===== src/rtl/ser_pkg.sv =====
`timescale 1ns/1ps
// Package: shared defaults and types for the sample serializer.
// Assumes nothing beyond IEEE 1800-2017 packages.
package ser_pkg;

    // Default sample width and channel count.
    localparam int DEF_SMP_W = 12;
    localparam int DEF_NCH   = 2;

    // Lane mode as decoded from the mode input.
    typedef enum logic {
        MODE_SINGLE = 1'b0,
        MODE_DUAL   = 1'b1
    } lane_mode_e;

endpackage


===== src/rtl/ser_seq_ctrl.sv =====
`timescale 1ns/1ps
// Module: ser_seq_ctrl
// Word sequencer shared by all channels. It counts active edges inside a
// word period, raises the capture strobe at position zero and steers each
// capture to lane 1 or lane 0. It also registers the lane-0 enable.
// Assumes: the mode input is static while reset is released; hold freezes
// all state.
module ser_seq_ctrl
    import ser_pkg::*;
#(
    parameter int SMP_W = DEF_SMP_W
) (
    input  logic clk,
    input  logic rst_n,
    input  logic hold,
    input  logic dual,
    output logic cap,
    output logic ld_hi,
    output logic ld_lo,
    output logic slow,
    output logic en_lo
);

    localparam int CW = (SMP_W > 1) ? $clog2(SMP_W) : 1;
    localparam logic [CW-1:0] LAST = CW'(SMP_W - 1);

    lane_mode_e   mode;
    logic [CW-1:0] pos_q;
    logic          to_hi_q;
    logic          en_q;

    // Decode the mode pin into the enum.
    always_comb mode = dual ? MODE_DUAL : MODE_SINGLE;

    // Capture strobe and lane steering for this edge.
    always_comb begin
        cap   = !hold && (pos_q == '0);
        ld_hi = cap && ((mode == MODE_SINGLE) || to_hi_q);
        ld_lo = cap && (mode == MODE_DUAL) && !to_hi_q;
        slow  = (mode == MODE_DUAL);
        en_lo = en_q;
    end

    // Word position, steering toggle and lane-0 enable registers.
    always_ff @(posedge clk) begin
        if (!rst_n) begin
            pos_q   <= '0;
            to_hi_q <= 1'b1;
            en_q    <= 1'b0;
        end else if (!hold) begin
            pos_q <= (pos_q == LAST) ? '0 : pos_q + 1'b1;
            if (cap)
                to_hi_q <= (mode == MODE_DUAL) ? !to_hi_q : 1'b1;
            en_q <= (mode == MODE_DUAL);
        end
    end

endmodule


===== src/rtl/ser_lane.sv =====
`timescale 1ns/1ps
// Module: ser_lane
// One serial lane: a shift register loaded with a whole word and shifted MSB
// first. In slow mode each bit is held for two clocks. The frame strobe
// covers the first bit.
// Assumes: load and hold are never both high (the sequencer gates load).
module ser_lane
    import ser_pkg::*;
#(
    parameter int SMP_W = DEF_SMP_W
) (
    input  logic             clk,
    input  logic             rst_n,
    input  logic             hold,
    input  logic             load,
    input  logic             slow,
    input  logic [SMP_W-1:0] word,
    output logic             bit_o,
    output logic             frm_o
);

    logic [SMP_W-1:0] sh_q;
    logic             ph_q;
    logic             frm_q;

    // Shift register, bit-phase and frame-strobe state.
    always_ff @(posedge clk) begin
        if (!rst_n) begin
            sh_q  <= '0;
            ph_q  <= 1'b0;
            frm_q <= 1'b0;
        end else if (!hold) begin
            if (load) begin
                sh_q  <= word;
                ph_q  <= 1'b0;
                frm_q <= 1'b1;
            end else begin
                if (!slow || ph_q)
                    sh_q <= {sh_q[SMP_W-2:0], 1'b0};
                ph_q  <= slow && !ph_q;
                frm_q <= slow && !ph_q && frm_q;
            end
        end
    end

    // The lane presents the register MSB.
    always_comb begin
        bit_o = sh_q[SMP_W-1];
        frm_o = frm_q;
    end

endmodule


===== src/rtl/ser_rng_flag.sv =====
`timescale 1ns/1ps
// Module: ser_rng_flag
// Per-channel out-of-range flag, taken with the sample on each capture.
// Assumes: cap is already low while power-down holds the block.
module ser_rng_flag (
    input  logic clk,
    input  logic rst_n,
    input  logic cap,
    input  logic ovr,
    output logic flag_o
);

    logic flag_q;

    // Capture the range bit alongside the sample.
    always_ff @(posedge clk) begin
        if (!rst_n)
            flag_q <= 1'b0;
        else if (cap)
            flag_q <= ovr;
    end

    // Drive the output from the register.
    always_comb flag_o = flag_q;

endmodule


===== src/rtl/ser_lanes.sv =====
`timescale 1ns/1ps
// Module: ser_lanes (top)
// Serializes NCH converter channels, each onto a primary and a secondary
// lane, in single- or dual-lane mode. One sequencer is shared. Each channel
// has two lanes and a range flag.
// Assumes: dual_i changes only during reset; pwr_dn_i freezes everything.
module ser_lanes
    import ser_pkg::*;
#(
    parameter int SMP_W = DEF_SMP_W,
    parameter int NCH   = DEF_NCH
) (
    input  logic                 clk,
    input  logic                 rst_n,
    input  logic                 pwr_dn_i,
    input  logic                 dual_i,
    input  logic [NCH*SMP_W-1:0] smp_i,
    input  logic [NCH-1:0]       ovr_i,
    output logic [NCH-1:0]       ln1_o,
    output logic [NCH-1:0]       ln1_frm_o,
    output logic [NCH-1:0]       ln0_o,
    output logic [NCH-1:0]       ln0_frm_o,
    output logic [NCH-1:0]       ln0_en_o,
    output logic [NCH-1:0]       rng_o
);

    logic cap_evt;
    logic ld_hi;
    logic ld_lo;
    logic slow;
    logic en_lo;

    ser_seq_ctrl #(.SMP_W(SMP_W)) u_seq (
        .clk   (clk),
        .rst_n (rst_n),
        .hold  (pwr_dn_i),
        .dual  (dual_i),
        .cap   (cap_evt),
        .ld_hi (ld_hi),
        .ld_lo (ld_lo),
        .slow  (slow),
        .en_lo (en_lo)
    );

    for (genvar c = 0; c < NCH; c++) begin : g_ch
        logic [SMP_W-1:0] word;

        // Slice this channel's sample from the packed input.
        always_comb word = smp_i[c*SMP_W +: SMP_W];

        ser_lane #(.SMP_W(SMP_W)) u_hi (
            .clk   (clk),
            .rst_n (rst_n),
            .hold  (pwr_dn_i),
            .load  (ld_hi),
            .slow  (slow),
            .word  (word),
            .bit_o (ln1_o[c]),
            .frm_o (ln1_frm_o[c])
        );

        ser_lane #(.SMP_W(SMP_W)) u_lo (
            .clk   (clk),
            .rst_n (rst_n),
            .hold  (pwr_dn_i),
            .load  (ld_lo),
            .slow  (slow),
            .word  (word),
            .bit_o (ln0_o[c]),
            .frm_o (ln0_frm_o[c])
        );

        ser_rng_flag u_rng (
            .clk    (clk),
            .rst_n  (rst_n),
            .cap    (cap_evt),
            .ovr    (ovr_i[c]),
            .flag_o (rng_o[c])
        );

        // Fan the shared lane-0 enable out to this channel.
        always_comb ln0_en_o[c] = en_lo;
    end

endmodule


===== config.mk =====
export PLATFORM = sky130hd
export DESIGN_NAME = ser_lanes
export DESIGN_NICKNAME = d
export VERILOG_FILES = /design/src/rtl/ser_pkg.sv /design/src/rtl/ser_seq_ctrl.sv /design/src/rtl/ser_lane.sv /design/src/rtl/ser_rng_flag.sv /design/src/rtl/ser_lanes.sv
export SDC_FILE = /design/constraint.sdc
export NUM_CORES = 1
export LEC_CHECK = 0
export BUFFER_PORTS_ARGS = -buffer_cell sky130_fd_sc_hd__buf_2
export CORE_MARGIN = 5
export CORE_UTILIZATION = 52
export DETAILED_ROUTE_END_ITERATION = 12
export PLACE_DENSITY = 0.86
export SYNTH_ARGS = -nofsm -noshare
export SYNTH_HDL_FRONTEND = slang
export SYNTH_HIERARCHICAL = 1
export SYNTH_SLANG_ARGS = --single-unit

===== constraint.sdc =====
create_clock -name clk -period 2.8 [get_ports clk]
set_clock_uncertainty 0.2 [all_clocks]
set_input_delay 0.42 -clock clk [delete_from_list [all_inputs] [get_ports clk]]
set_output_delay 0.42 -clock clk [all_outputs]
set_load 0.02 [all_outputs]

== Word-level counts from Yosys, hierarchy flattened ==
Index checks and enable logic that the tools add are counted.

* Output and inout bits: 12
* Latch bits: 0
* Memory bits (read-only): 0
* Register bits after elaboration: 64
* RAM bits: 0
* Word-level logic and storage cells: 74
* Memories: 0
* Bits of input ports: 30

* Bitwise operators: 2
* $add $sub $neg: 1
* Equal/unequal tests: 1
* Muxes and demuxes: 19
* Multiply operators: 0
* Reduce and logical (&&, ||, !) cells: 34
* Divide/modulo/power cells: 0
* $lt $le $gt $ge: 0
* Shift-type cells: 0

{| class="wikitable"
|+ Operators by type and width
! kind !! number
|-
| two-way mux 12 bit || 8
|-
| logical AND 1 bit || 12
|-
| two-way mux 1 bit || 10
|-
| AND reduction 2 bit || 5
|-
| nonzero test 2 bit || 4
|-
| logical NOT 1 bit || 7
|-
| logical OR 1 bit || 5
|-
| adder 4 x 1 -> 4 bit (second input constant) || 1
|-
| == test 4 bit (second input constant) || 1
|-
| logical NOT 4 bit || 1
|-
| two-way mux 4 bit || 1
|-
| inverter 1 bit || 2
|}

== Logic depth before layout (Yosys ltp) ==
Gate-level depths: netlist of the first run.

* Depth after elaboration: 6
* Mapped depth: 8

== By module ==
The synthesis of the first run kept the hierarchy.

{| class="wikitable"
|+ Modules (own cells, without submodules)
! module !! times used !! cells an instance !! area an instance (µm²)
|-
| ser_lane || 4 || 75 || 711.9
|-
| ser_seq_ctrl || 1 || 38 || 349.1
|-
| ser_rng_flag || 2 || 3 || 36.3
|-
| ser_lanes || 1 || 2 || 15.0
|}

== Worst setup path after synthesis of the first run ==
Ideal clock, no wire load.

* Path type: input -> register
* Start: in pwr_dn_i
* End: reg g_ch[0].u_hi.sh_q[3]
* Arrival time: 2.418 ns
* Path buffers: 2
* Data required time: 2.476 ns
* Setup slack: 0.058 ns
* Stages on the path: 7
* Cells stage by stage: buf_6 -> nor4b_4 -> a21boi_0 -> buf_6 -> mux2_1 -> nand2_1 -> mux2i_1

* Longest elaborated chain between the ends: 5
* Elaborated cells between the ends (all ways): 7

{| class="wikitable"
|+ RTL lines
! what !! line !! RTL
|-
| start, declared || ser_lanes.sv:15 || <nowiki>input logic pwr_dn_i,</nowiki>
|-
| logical NOT 1 bit (*) || -- ||
|-
| logical AND 1 bit (*) || ser_seq_ctrl.sv:37 || <nowiki>cap = !hold && (pos_q == '0);</nowiki>
|-
| via cap_evt || ser_lanes.sv:27 || <nowiki>logic cap_evt;</nowiki>
|-
| logical AND 1 bit (*) || ser_seq_ctrl.sv:38 || <nowiki>ld_hi = cap && ((mode == MODE_SINGLE) || to_hi_q);</nowiki>
|-
| via ld_hi || ser_lanes.sv:28 || <nowiki>logic ld_hi;</nowiki>
|-
| nonzero test 2 bit (no source line) || -- ||
|-
| AND reduction 2 bit (no source line) || -- ||
|-
| end signal, assigned || ser_lane.sv:34 || <nowiki>sh_q <= word;</nowiki>
|-
| end signal, assigned || ser_lane.sv:39 || <nowiki>sh_q <= {sh_q[SMP_W-2:0], 1'b0};</nowiki>
|-
| end, declared || ser_lane.sv:22 || <nowiki>logic [SMP_W-1:0] sh_q;</nowiki>
|}

The timed path passes the listed nets; every way through them passes the cells marked *.
A chain may end at the register's enable or synchronous reset.

== Worst setup path in the final report of the first run ==
* Start: reg u_seq.pos_q[0]
* End: reg g_ch[1].u_hi.sh_q[11]

* Longest elaborated chain between the ends: 5
* Elaborated cells between the ends (all ways): 6

{| class="wikitable"
|+ RTL lines
! what !! line !! RTL
|-
| start, declared || ser_seq_ctrl.sv:28 || <nowiki>logic [CW-1:0] pos_q;</nowiki>
|-
| start signal, assigned || ser_seq_ctrl.sv:51 || <nowiki>pos_q <= (pos_q == LAST) ? '0 : pos_q + 1'b1;</nowiki>
|-
| logical NOT 4 bit (*) || ser_seq_ctrl.sv:37 ||
|-
| logical AND 1 bit (*) || ser_seq_ctrl.sv:37 ||
|-
| via cap_evt || ser_lanes.sv:27 ||
|-
| logical AND 1 bit (*) || ser_seq_ctrl.sv:38 ||
|-
| via ld_hi || ser_lanes.sv:28 ||
|-
| nonzero test 2 bit (no source line) || -- ||
|-
| AND reduction 2 bit (no source line) || -- ||
|-
| end signal, assigned || ser_lane.sv:34 ||
|-
| end signal, assigned || ser_lane.sv:39 ||
|-
| end, declared || ser_lane.sv:22 ||
|}

Marks and branches as above.

==> flow_summary.yaml, run 1 <==
flow_run:
  drv_cap: 0
cells_and_area:
  nNetsFinal: 411
  final_common_cell: "nand2_1"
  stdcell_area_mm2: 0.003637
  syn_to_final_growth_pct: 10.74
  n_antenna_cell: 0
  drive_above_1_share: 0.2147
  final_core_util: 0.5828
  final_cell_mix: "103 x nand2_1, 64 x dfxtp_1, 50 x mux2i_1"
global_routing:
  grt_usage: 0.1715
  antenna_found_initial: 0
  grt_first_pass_wirelength_mm: 10.53
  grt_overflow_total: 0
  grt_max_degree: 114
  grt_pass1_vias: 2326
critical_path:
  arrival_ns: 2.51
  crit_type: "reg2reg"
  cp_slowest_cell: "a21oi_4"
  r2r_cells: 8
  reg2reg_to: "g_ch[1].u_hi/sh_q[11]$_SDFFE_PN0P_"
  r2r-start: "u_seq/pos_q[0]$_SDFFE_PN0N_"
  crit_path_max_incr_delay_ns: 0.44
  crit_path_start_kind: "register"
  worstPathCellList: "inv_1, ha_1, nor4b_4, a21boi_2, buf_12, inv_2, a21oi_4, mux2i_1"
  cp.required_ns: 2.86
  cp-end-kind: "register"
  worstSetupStartpoint: "u_seq/pos_q[0]$_SDFFE_PN0N_"
  cp_max_fo: 26
  r2r_slack_ns: 0.35
status:
  status: "finished clean"
route:
  drcViolationCount: 0
  first_pass_iters: 4
  ant_nets: 0
  routed_wl_mm: 6.259
  vias: 2418
  avgRoutedWirePerCell_um: 13.64
  viasPerCell: 5.268
  drtIter0Drc: 196
logic_synthesis:
  syn_area_mm2: 0.003284
  yosys_warnings: 6
  ys_ff_latch: 64
  syn_area_per_cell_um2: 9.492
  synth_fp_nets: 378
  synth.distinct_cells: 25
  ys_seq_area_frac: 0.3901
  yosysTopAreaCellShare: 0.3901
  synth_cells: 346
  yosys-top-cells-area: "dfxtp_1 39%, mux2i_1 15%, mux2_1 12%"
  synth_top_cell_by_area: "dfxtp_1"
clocking:
  cts_htree_levels: 3
  cts_buffers: 9
  cts.sinks: 64
  post-cts-setup-buffers: 0
  insertion_delay_ns: 0.34
  holdBufCountCts: 0
  cts_tree: "yes"
  cts_buffer_depth: 2
  ctsResizeCount: 0
  root_buffer: "clkbuf_8"
  clkTransAtPathRegs_ns: 0.07
floorplanning:
  die-area_mm2: 0.008006
  ios: 42
  die_h_um: 89.48
  initial_core_util: 0.5263
  coreArea_mm2: 0.006241
  std_cell_rows: 29
  die_w_um: 89.48
placed_design:
  place_ws_ns: 0.2588
  port_buffers: 41
  dp_hpwl_mm: 4.238
  place_area_mm2: 0.003443
  place_congestion: 0.7553
sta:
  fin_crit_ns: 2.451
  hold_viol: 0
  report.final.slew_viol_count: 0
  max_slew_margin: 0.6279
  tightest_slew_ns: 0.5569
  rsz0062_at_grt: "no"
  fmax_mhz: 408.0
  setup_tns_ns: 0
  setup_slack_ns: 0.3490
  setup_violations: 0
  period_share: 0.8754
hold_path:
  min_from: "smp_i[0]"
  hold_depth: 3
  worstHoldPathType: "in2reg"
  min_to: "g_ch[0].u_lo/sh_q[0]$_SDFFE_PN0P_"
power:
  p_leak_uw: 0.001557
  power_uw: 2011
  ir_worst_vdd_mv: 0.3211
  power_density_mw_per_mm2: 552.9
==> through the flow <==
| stage | std cells | hold WS [ns] |
|---|---|---|
| after detailed placement | 445 | 0.2434 |
| after global routing | 459 | 0.1304 |
| final | 459 | 0.1416 |
| after floorplan | 346 | 0.2306 |
| after global placement | 445 | 0.2374 |
| after CTS | 459 | 0.1243 |
==> report_power, final <==
| part | internal [uW] | switching (uW) | total (uW) | leakage (uW) |
|---|---|---|---|---|
| clock network | 448 | 337 | 785 | 0.0000973 |
| registers | 943 | 17.9 | 961 | 0.000520 |
| logic | 120 | 145 | 265 | 0.000940 |
| total | 1510 | 500 | 2010 | 0.00156 |
==> flip-flops by register name, indices dropped and copies added (netlist names) <==
signal / flops
g_ch.u_rng/flag_o: 2
g_ch.u_hi/frm_o: 2
u_seq/en_lo: 1
g_ch.u_hi/ph_q: 2
g_ch.u_lo/frm_o: 2
u_seq/pos_q: 4
u_seq/to_hi_q: 1
g_ch.u_lo/sh_q: 24
g_ch.u_hi/sh_q: 24
g_ch.u_lo/ph_q: 2
==> layer usage <==
layer	up-vias	track usage	share of wire
li1	1223	-	-
met1	1140	0.2155	0.45
met2	48	0.2639	0.49
met3	7	0.06175	0.050
met4	0	0.07578	0.012
met5	-	0	0
==> kinds of logic after synthesis <==
group | after synthesis | share of synthesized area
AOI/OAI and AO/OA | 26 | 0.06171
adders and majority gates | 2 | 0.007618
buffers and inverters | 36 | 0.07733
DFF | 64 | 0.3901
muxes | 94 | 0.3032
and+or+nand+nor | 124 | 0.1600
==> synthesized netlist by cell type, drive strengths merged <==
master  count
a21boi      6
a21oi       4
a311o       1
and3        2
buf        24
dfxtp      64
ha          2
inv        12
mux2       44
mux2i      50
nand2     103
nor2        8
nor2b      10
nor4b       1
o211ai      1
o21ai      10
o22ai       4
==> how the worst max path moves through the flow <==
stage | endpoint
after global placement | g_ch[0].u_hi/sh_q[11]$_SDFFE_PN0P_
after floorplan | g_ch[0].u_hi/sh_q[3]$_SDFFE_PN0P_
after CTS | g_ch[1].u_hi/sh_q[11]$_SDFFE_PN0P_
after global routing | g_ch[1].u_hi/sh_q[4]$_SDFFE_PN0P_
final | g_ch[1].u_hi/sh_q[11]$_SDFFE_PN0P_
after detailed placement | g_ch[0].u_hi/sh_q[10]$_SDFFE_PN0P_
==> area by class of cell <==
cell class | count | area [um^2]
tap | 77 | 96.34
multi-input combinational | 246 | 1753
timing repair buffer | 46 | 267.8
clock buffer | 11 | 151.4
fill | 516 | 2604
inverter | 12 | 45.04
clock inverter | 3 | 42.54
sequential | 64 | 1281
==> critical path, delay by kind of cell, from the launching register on <==
family	cells	cell delay (ns)
mux	1	0.26
flops	1	0.35
simple gates	1	0.35
fa+ha+maj	1	0.14
compound gates	2	0.72
buf+inv	3	0.34
No activity file was read; power rests on OpenSTA's default activity.
==> run 2, diff against run 1 <==
--- a/config.mk
+++ b/config.mk
@@ -7,9 +7,9 @@
 export LEC_CHECK = 0
 export BUFFER_PORTS_ARGS = -buffer_cell sky130_fd_sc_hd__buf_2
 export CORE_MARGIN = 5
-export CORE_UTILIZATION = 52
+export CORE_UTILIZATION = 35
 export DETAILED_ROUTE_END_ITERATION = 12
-export PLACE_DENSITY = 0.86
+export PLACE_DENSITY = 0.65
 export SYNTH_ARGS = -nofsm -noshare
 export SYNTH_HDL_FRONTEND = slang
 export SYNTH_HIERARCHICAL = 1
==> flow_summary.yaml, run 2 (synthesized netlist as in run 1, its figures left out) <==
sta:
  rsz0062_at_grt: "no"
  hold_viol: 0
  report.final.slew_viol_count: 0
  setup_slack_ns: 0.4262
  fmax_mhz: 421.3
  period_share: 0.8478
  max_slew_margin: 0.6118
  tightest_slew_ns: 0.5810
  setup_violations: 0
  setup_tns_ns: 0
  fin_crit_ns: 2.374
critical_path:
  cp.required_ns: 2.86
  cp-end-kind: "register"
  worstPathCellList: "inv_1, ha_1, nor4b_4, and3_1, inv_2, a21oi_4, mux2i_1"
  crit_type: "reg2reg"
  crit_path_start_kind: "register"
  arrival_ns: 2.44
  cp_max_fo: 13
  critPathTopFamily: "simple AND/OR/NAND/NOR gates"
  critPathBufInv: 2
  cp_slowest_cell: "a21oi_4"
  crit_path_max_incr_delay_ns: 0.48
route:
  vias: 2352
  routed_wl_mm: 6.690
  viasPerCell: 4.723
  drcViolationCount: 0
  ant_nets: 0
  drtIter0Drc: 187
  avgRoutedWirePerCell_um: 13.43
  first_pass_iters: 4
cells_and_area:
  final_common_cell: "nand2_1"
  drive_above_1_share: 0.2196
  nNetsFinal: 414
  syn_to_final_growth_pct: 13.26
  num-fill-cells: 882
  n_antenna_cell: 0
  reg_top3: "g_ch.u_hi/sh_q x24, g_ch.u_lo/sh_q x24, u_seq/pos_q x4"
  final_cell_mix: "103 x nand2_1, 64 x dfxtp_1, 50 x mux2i_1"
power:
  power_uw: 2033
  p_leak_uw: 0.001582
  power_density_mw_per_mm2: 546.4
  ir_worst_vdd_mv: 0.2466
placed_design:
  dp_hpwl_mm: 4.567
  place_congestion: 0.7301
  place_ws_ns: 0.3569
  port_buffers: 41
floorplanning:
  die_w_um: 106.9
  coreArea_mm2: 0.009196
  initial_core_util: 0.3571
  std_cell_rows: 35
  die_h_um: 106.9
  ios: 42
  die-area_mm2: 0.01142
clocking:
  insertion_delay_ns: 0.34
  cts.sinks: 64
  clkTransAtPathRegs_ns: 0.07
  cts_tree: "yes"
  holdBufCountCts: 0
  root_buffer: "clkbuf_8"
  post-cts-setup-buffers: 0
  cts_buffers: 9
  cts_buffer_depth: 2
  ctsResizeCount: 0
  cts_htree_levels: 3
status:
  status: "finished clean"
hold_path:
  worstHoldPathType: "in2reg"
global_routing:
  antenna_found_initial: 0
  grt_pass1_vias: 2186
  grt_overflow_total: 0
  grt_max_degree: 114
  grt_first_pass_wirelength_mm: 10.77
  grt_usage: 0.1204
flow_run:
  drv_cap: 0
-- run 2: cell types whose count changed in the layout (fill, tap and decap cells not counted), sizes merged --
cell	delta
clkinv	+1
buf	+3
clkinvlp	-1
clkbuf	+2
-- run 2: where the power goes --
group          internal [uW]  leakage [uW]  switching [uW]
registers                943      0.000520            17.8
clock network            458      0.000103             342
logic                    123      0.000959             150
total                   1520       0.00158             509
-- run 2: final cells by class --
class / instances / area, um^2 / area share
Inverter: 12 / 45.04 / 0.01211
Tap cell: 111 / 138.9 / 0.03734
Sequential cell: 64 / 1281 / 0.3444
Clock inverter: 3 / 40.04 / 0.01076
Multi-Input combinational cell: 246 / 1753 / 0.4712
Clock buffer: 13 / 158.9 / 0.04272
Timing Repair Buffer: 49 / 302.8 / 0.08140
-- run 2: worst paths after layout --
kind / start / endpoint / slack, ns / depth (start not counted)
worst max register to register: u_seq/pos_q[0]$_SDFFE_PN0N_ / g_ch[0].u_lo/sh_q[4]$_SDFFE_PN0P_ / 0.43 / 7
worst min-delay path: ovr_i[0] / g_ch[0].u_rng/flag_o$_SDFFE_PN0P_ / 0.14 / 3
worst min register to register: g_ch[1].u_hi/sh_q[5]$_SDFFE_PN0P_ / g_ch[1].u_hi/sh_q[5]$_SDFFE_PN0P_ / 0.25 / 2
worst max-delay path: u_seq/pos_q[0]$_SDFFE_PN0N_ / g_ch[0].u_lo/sh_q[4]$_SDFFE_PN0P_ / 0.43 / 7
-- run 2: stage by stage --
step                      area (um^2)    util  cells  hold WS (ns)
after floorplan                  3284       -    346        0.2306
after global placement           3521  0.3829    482        0.2375
after detailed placement         3521  0.3829    482        0.2459
after CTS                        3720  0.4045    498        0.1292
after global routing             3720  0.4045    498        0.1556
final                            3720  0.4045    498        0.1423
-- run 2: layer usage --
layer,global-route usage,part of all wire
met3,0.02890,0.033
met2,0.1826,0.47
met5,0,0
met1,0.1567,0.48
met4,0.06667,0.018
-- run 2: worst reg2reg max path, cell delays in order (launching register included) --
cell and delay [ns]:
dfxtp_1 0.35, inv_1 0.07, ha_1 0.14, nor4b_4 0.25, and3_1 0.44, inv_2 0.08, a21oi_4 0.48, mux2i_1 0.29
==> run 3, diff against run 2 <==
--- a/config.mk
+++ b/config.mk
@@ -9,7 +9,7 @@
 export CORE_MARGIN = 5
 export CORE_UTILIZATION = 35
 export DETAILED_ROUTE_END_ITERATION = 12
-export PLACE_DENSITY = 0.65
+export PLACE_DENSITY = 0.63
 export SYNTH_ARGS = -nofsm -noshare
 export SYNTH_HDL_FRONTEND = slang
 export SYNTH_HIERARCHICAL = 1
==> constraint.sdc (replaced) <==
create_clock -name clk -period 2.3 [get_ports clk]
set_clock_uncertainty 0.2 [all_clocks]
set_input_delay 0.345 -clock clk [delete_from_list [all_inputs] [get_ports clk]]
set_output_delay 0.345 -clock clk [all_outputs]
set_load 0.02 [all_outputs]
==> flow_summary.yaml, run 3 (synthesized netlist as in run 1, its figures left out) <==
critical_path:
  arrival_ns: 2.13
  crit_type: "reg2reg"
  worstPathCellList: "inv_1, ha_1, nor4b_4, a21boi_2, buf_4, inv_2, a21oi_4, buf_4, mux2i_1"
  cp_max_fo: 13
  crit_top_cell: "buf_4"
  cp-end-kind: "register"
  cp.required_ns: 2.37
  crit_path_max_incr_delay_ns: 0.35
  crit_path_start_kind: "register"
  critPathTopFamily: "buffers and inverters"
  cp_slowest_cell: "dfxtp_1"
  critPathBufInv: 4
power:
  power_density_mw_per_mm2: 686.2
  p_leak_uw: 0.001618
  p_int_uw: 1931
  ir_worst_vdd_mv: 0.2775
  p_switching_uw: 674.8
  sw_frac_of_total: 0.2590
  seqPwrFrac: 0.448
  combPwrFrac: 0.131
  clkPwrFrac: 0.421
route:
  ant_nets: 0
  viasPerCell: 4.738
  avgRoutedWirePerCell_um: 12.56
  vias: 2383
  drcViolationCount: 0
  first_pass_iters: 6
  routed_wl_mm: 6.319
  drtIter0Drc: 57
status:
  status: "finished clean"
floorplanning:
  die-area_mm2: 0.01142
  coreArea_mm2: 0.009196
  initial_core_util: 0.3571
  die_h_um: 106.9
  die_w_um: 106.9
  ios: 42
  std_cell_rows: 35
cells_and_area:
  syn_to_final_growth_pct: 15.62
  reg_top3: "g_ch.u_hi/sh_q x24, g_ch.u_lo/sh_q x24, u_seq/pos_q x4"
  drive_above_1_share: 0.2347
  n_antenna_cell: 0
  final_cell_mix: "103 x nand2_1, 64 x dfxtp_1, 50 x mux2i_1"
  nNetsFinal: 419
  final_common_cell: "nand2_1"
  final_core_util: 0.4129
global_routing:
  grt_pass1_vias: 2410
  antenna_found_initial: 0
  grt_first_pass_wirelength_mm: 11.32
  grt_overflow_total: 0
  grt_usage: 0.1234
  grt_max_degree: 61
clocking:
  cts_htree_levels: 3
  clkTransAtPathRegs_ns: 0.07
  holdBufCountCts: 0
  cts_buffers: 9
  cts_tree: "yes"
  post-cts-setup-buffers: 0
  cts.sinks: 64
  root_buffer: "clkbuf_8"
  cts_buffer_depth: 2
  insertion_delay_ns: 0.34
  ctsResizeCount: 0
sta:
  setup_violations: 0
  tightest_slew_ns: 0.5028
  setup_tns_ns: 0
  max_slew_margin: 0.6648
  fmax_mhz: 484.0
  setup_slack_ns: 0.2337
  period_share: 0.8984
  hold_viol: 0
  rsz0062_at_grt: "no"
  report.final.slew_viol_count: 0
  fin_crit_ns: 2.066
placed_design:
  place_congestion: 0.7467
  port_buffers: 41
  place_ws_ns: 0.2078
  dp_hpwl_mm: 4.494
hold_path:
  worstHoldPathType: "in2reg"
flow_run:
  drv_cap: 0
-- run 3: changes by cell type in the layout (fill, tap and decap cells not counted), moves of 2 or more --
| cell | previous run | this run |
|---|---|---|
| clkbuf_1 | 2 | 0 |
| clkinv_4 | 0 | 2 |
| clkbuf_8 | 11 | 9 |
| buf_4 | 5 | 9 |
| inv_6 | 0 | 2 |
| clkinv_2 | 2 | 0 |
-- run 3: final cells by class --
type                    instances  area (um^2)
fillers                       914         5399
clock inverters                 7        102.6
well taps                     111        138.9
multi-input cells             246         1753
flip-flops and latches         64         1281
clock buffers                   9        123.9
repair buffers                 54        352.8
inverters                      12        45.04
-- run 3: metrics by stage --
| stage | cell area, um^2 | total power (uW) | instances | hold WS (ns) |
|---|---|---|---|---|
| final | 3797 | 2606 | 503 | 0.07120 |
| after detailed placement | 3571 | 1540 | 487 | 0.2436 |
| after global placement | 3571 | 1531 | 487 | 0.2379 |
| after CTS | 3797 | 2651 | 503 | 0.04711 |
| after global routing | 3797 | 2751 | 503 | 0.04758 |
| after floorplan | 3288 | 1452 | 346 | 0.2250 |
-- run 3: final timing paths --
check	start	endpoint	slack (ns)	cells after the start
max reg2reg	u_seq/pos_q[0]$_SDFFE_PN0N_	g_ch[1].u_hi/sh_q[4]$_SDFFE_PN0P_	0.23	9
max	u_seq/pos_q[0]$_SDFFE_PN0N_	g_ch[1].u_hi/sh_q[4]$_SDFFE_PN0P_	0.23	9
min reg2reg	g_ch[1].u_hi/sh_q[6]$_SDFFE_PN0P_	g_ch[1].u_hi/sh_q[6]$_SDFFE_PN0P_	0.25	2
min	ovr_i[0]	g_ch[0].u_rng/flag_o$_SDFFE_PN0P_	0.07	3
-- run 3: worst min-delay path: cells and delay by family --
kind / cells / cell delay, ns
AND/OR/NAND/NOR: 1 / 0.09
multiplexers: 1 / 0.06
buffers and inverters: 1 / 0.07
-- run 3: power groups by stage --
| stage | combinational [uW] | sequential [uW] | clock (uW) |
|---|---|---|---|
| after floorplan | 254 | 1200 | 0 |
| after global placement | 339 | 1190 | 0 |
| after detailed placement | 346 | 1190 | 0 |
| after CTS | 348 | 1170 | 1140 |
| after global routing | 378 | 1170 | 1200 |
| final | 342 | 1170 | 1100 |
-- run 3: metal layers --
layer  part of all wire  GRT usage  vias up  routed length [um]
met4              0.012    0.03562        0                  78
li1                   -          -     1232                   -
met1               0.47     0.1501     1105                2962
met5                  0          0        -                   0
met3              0.048    0.05117        8                 304
met2               0.47     0.2001       38                2974
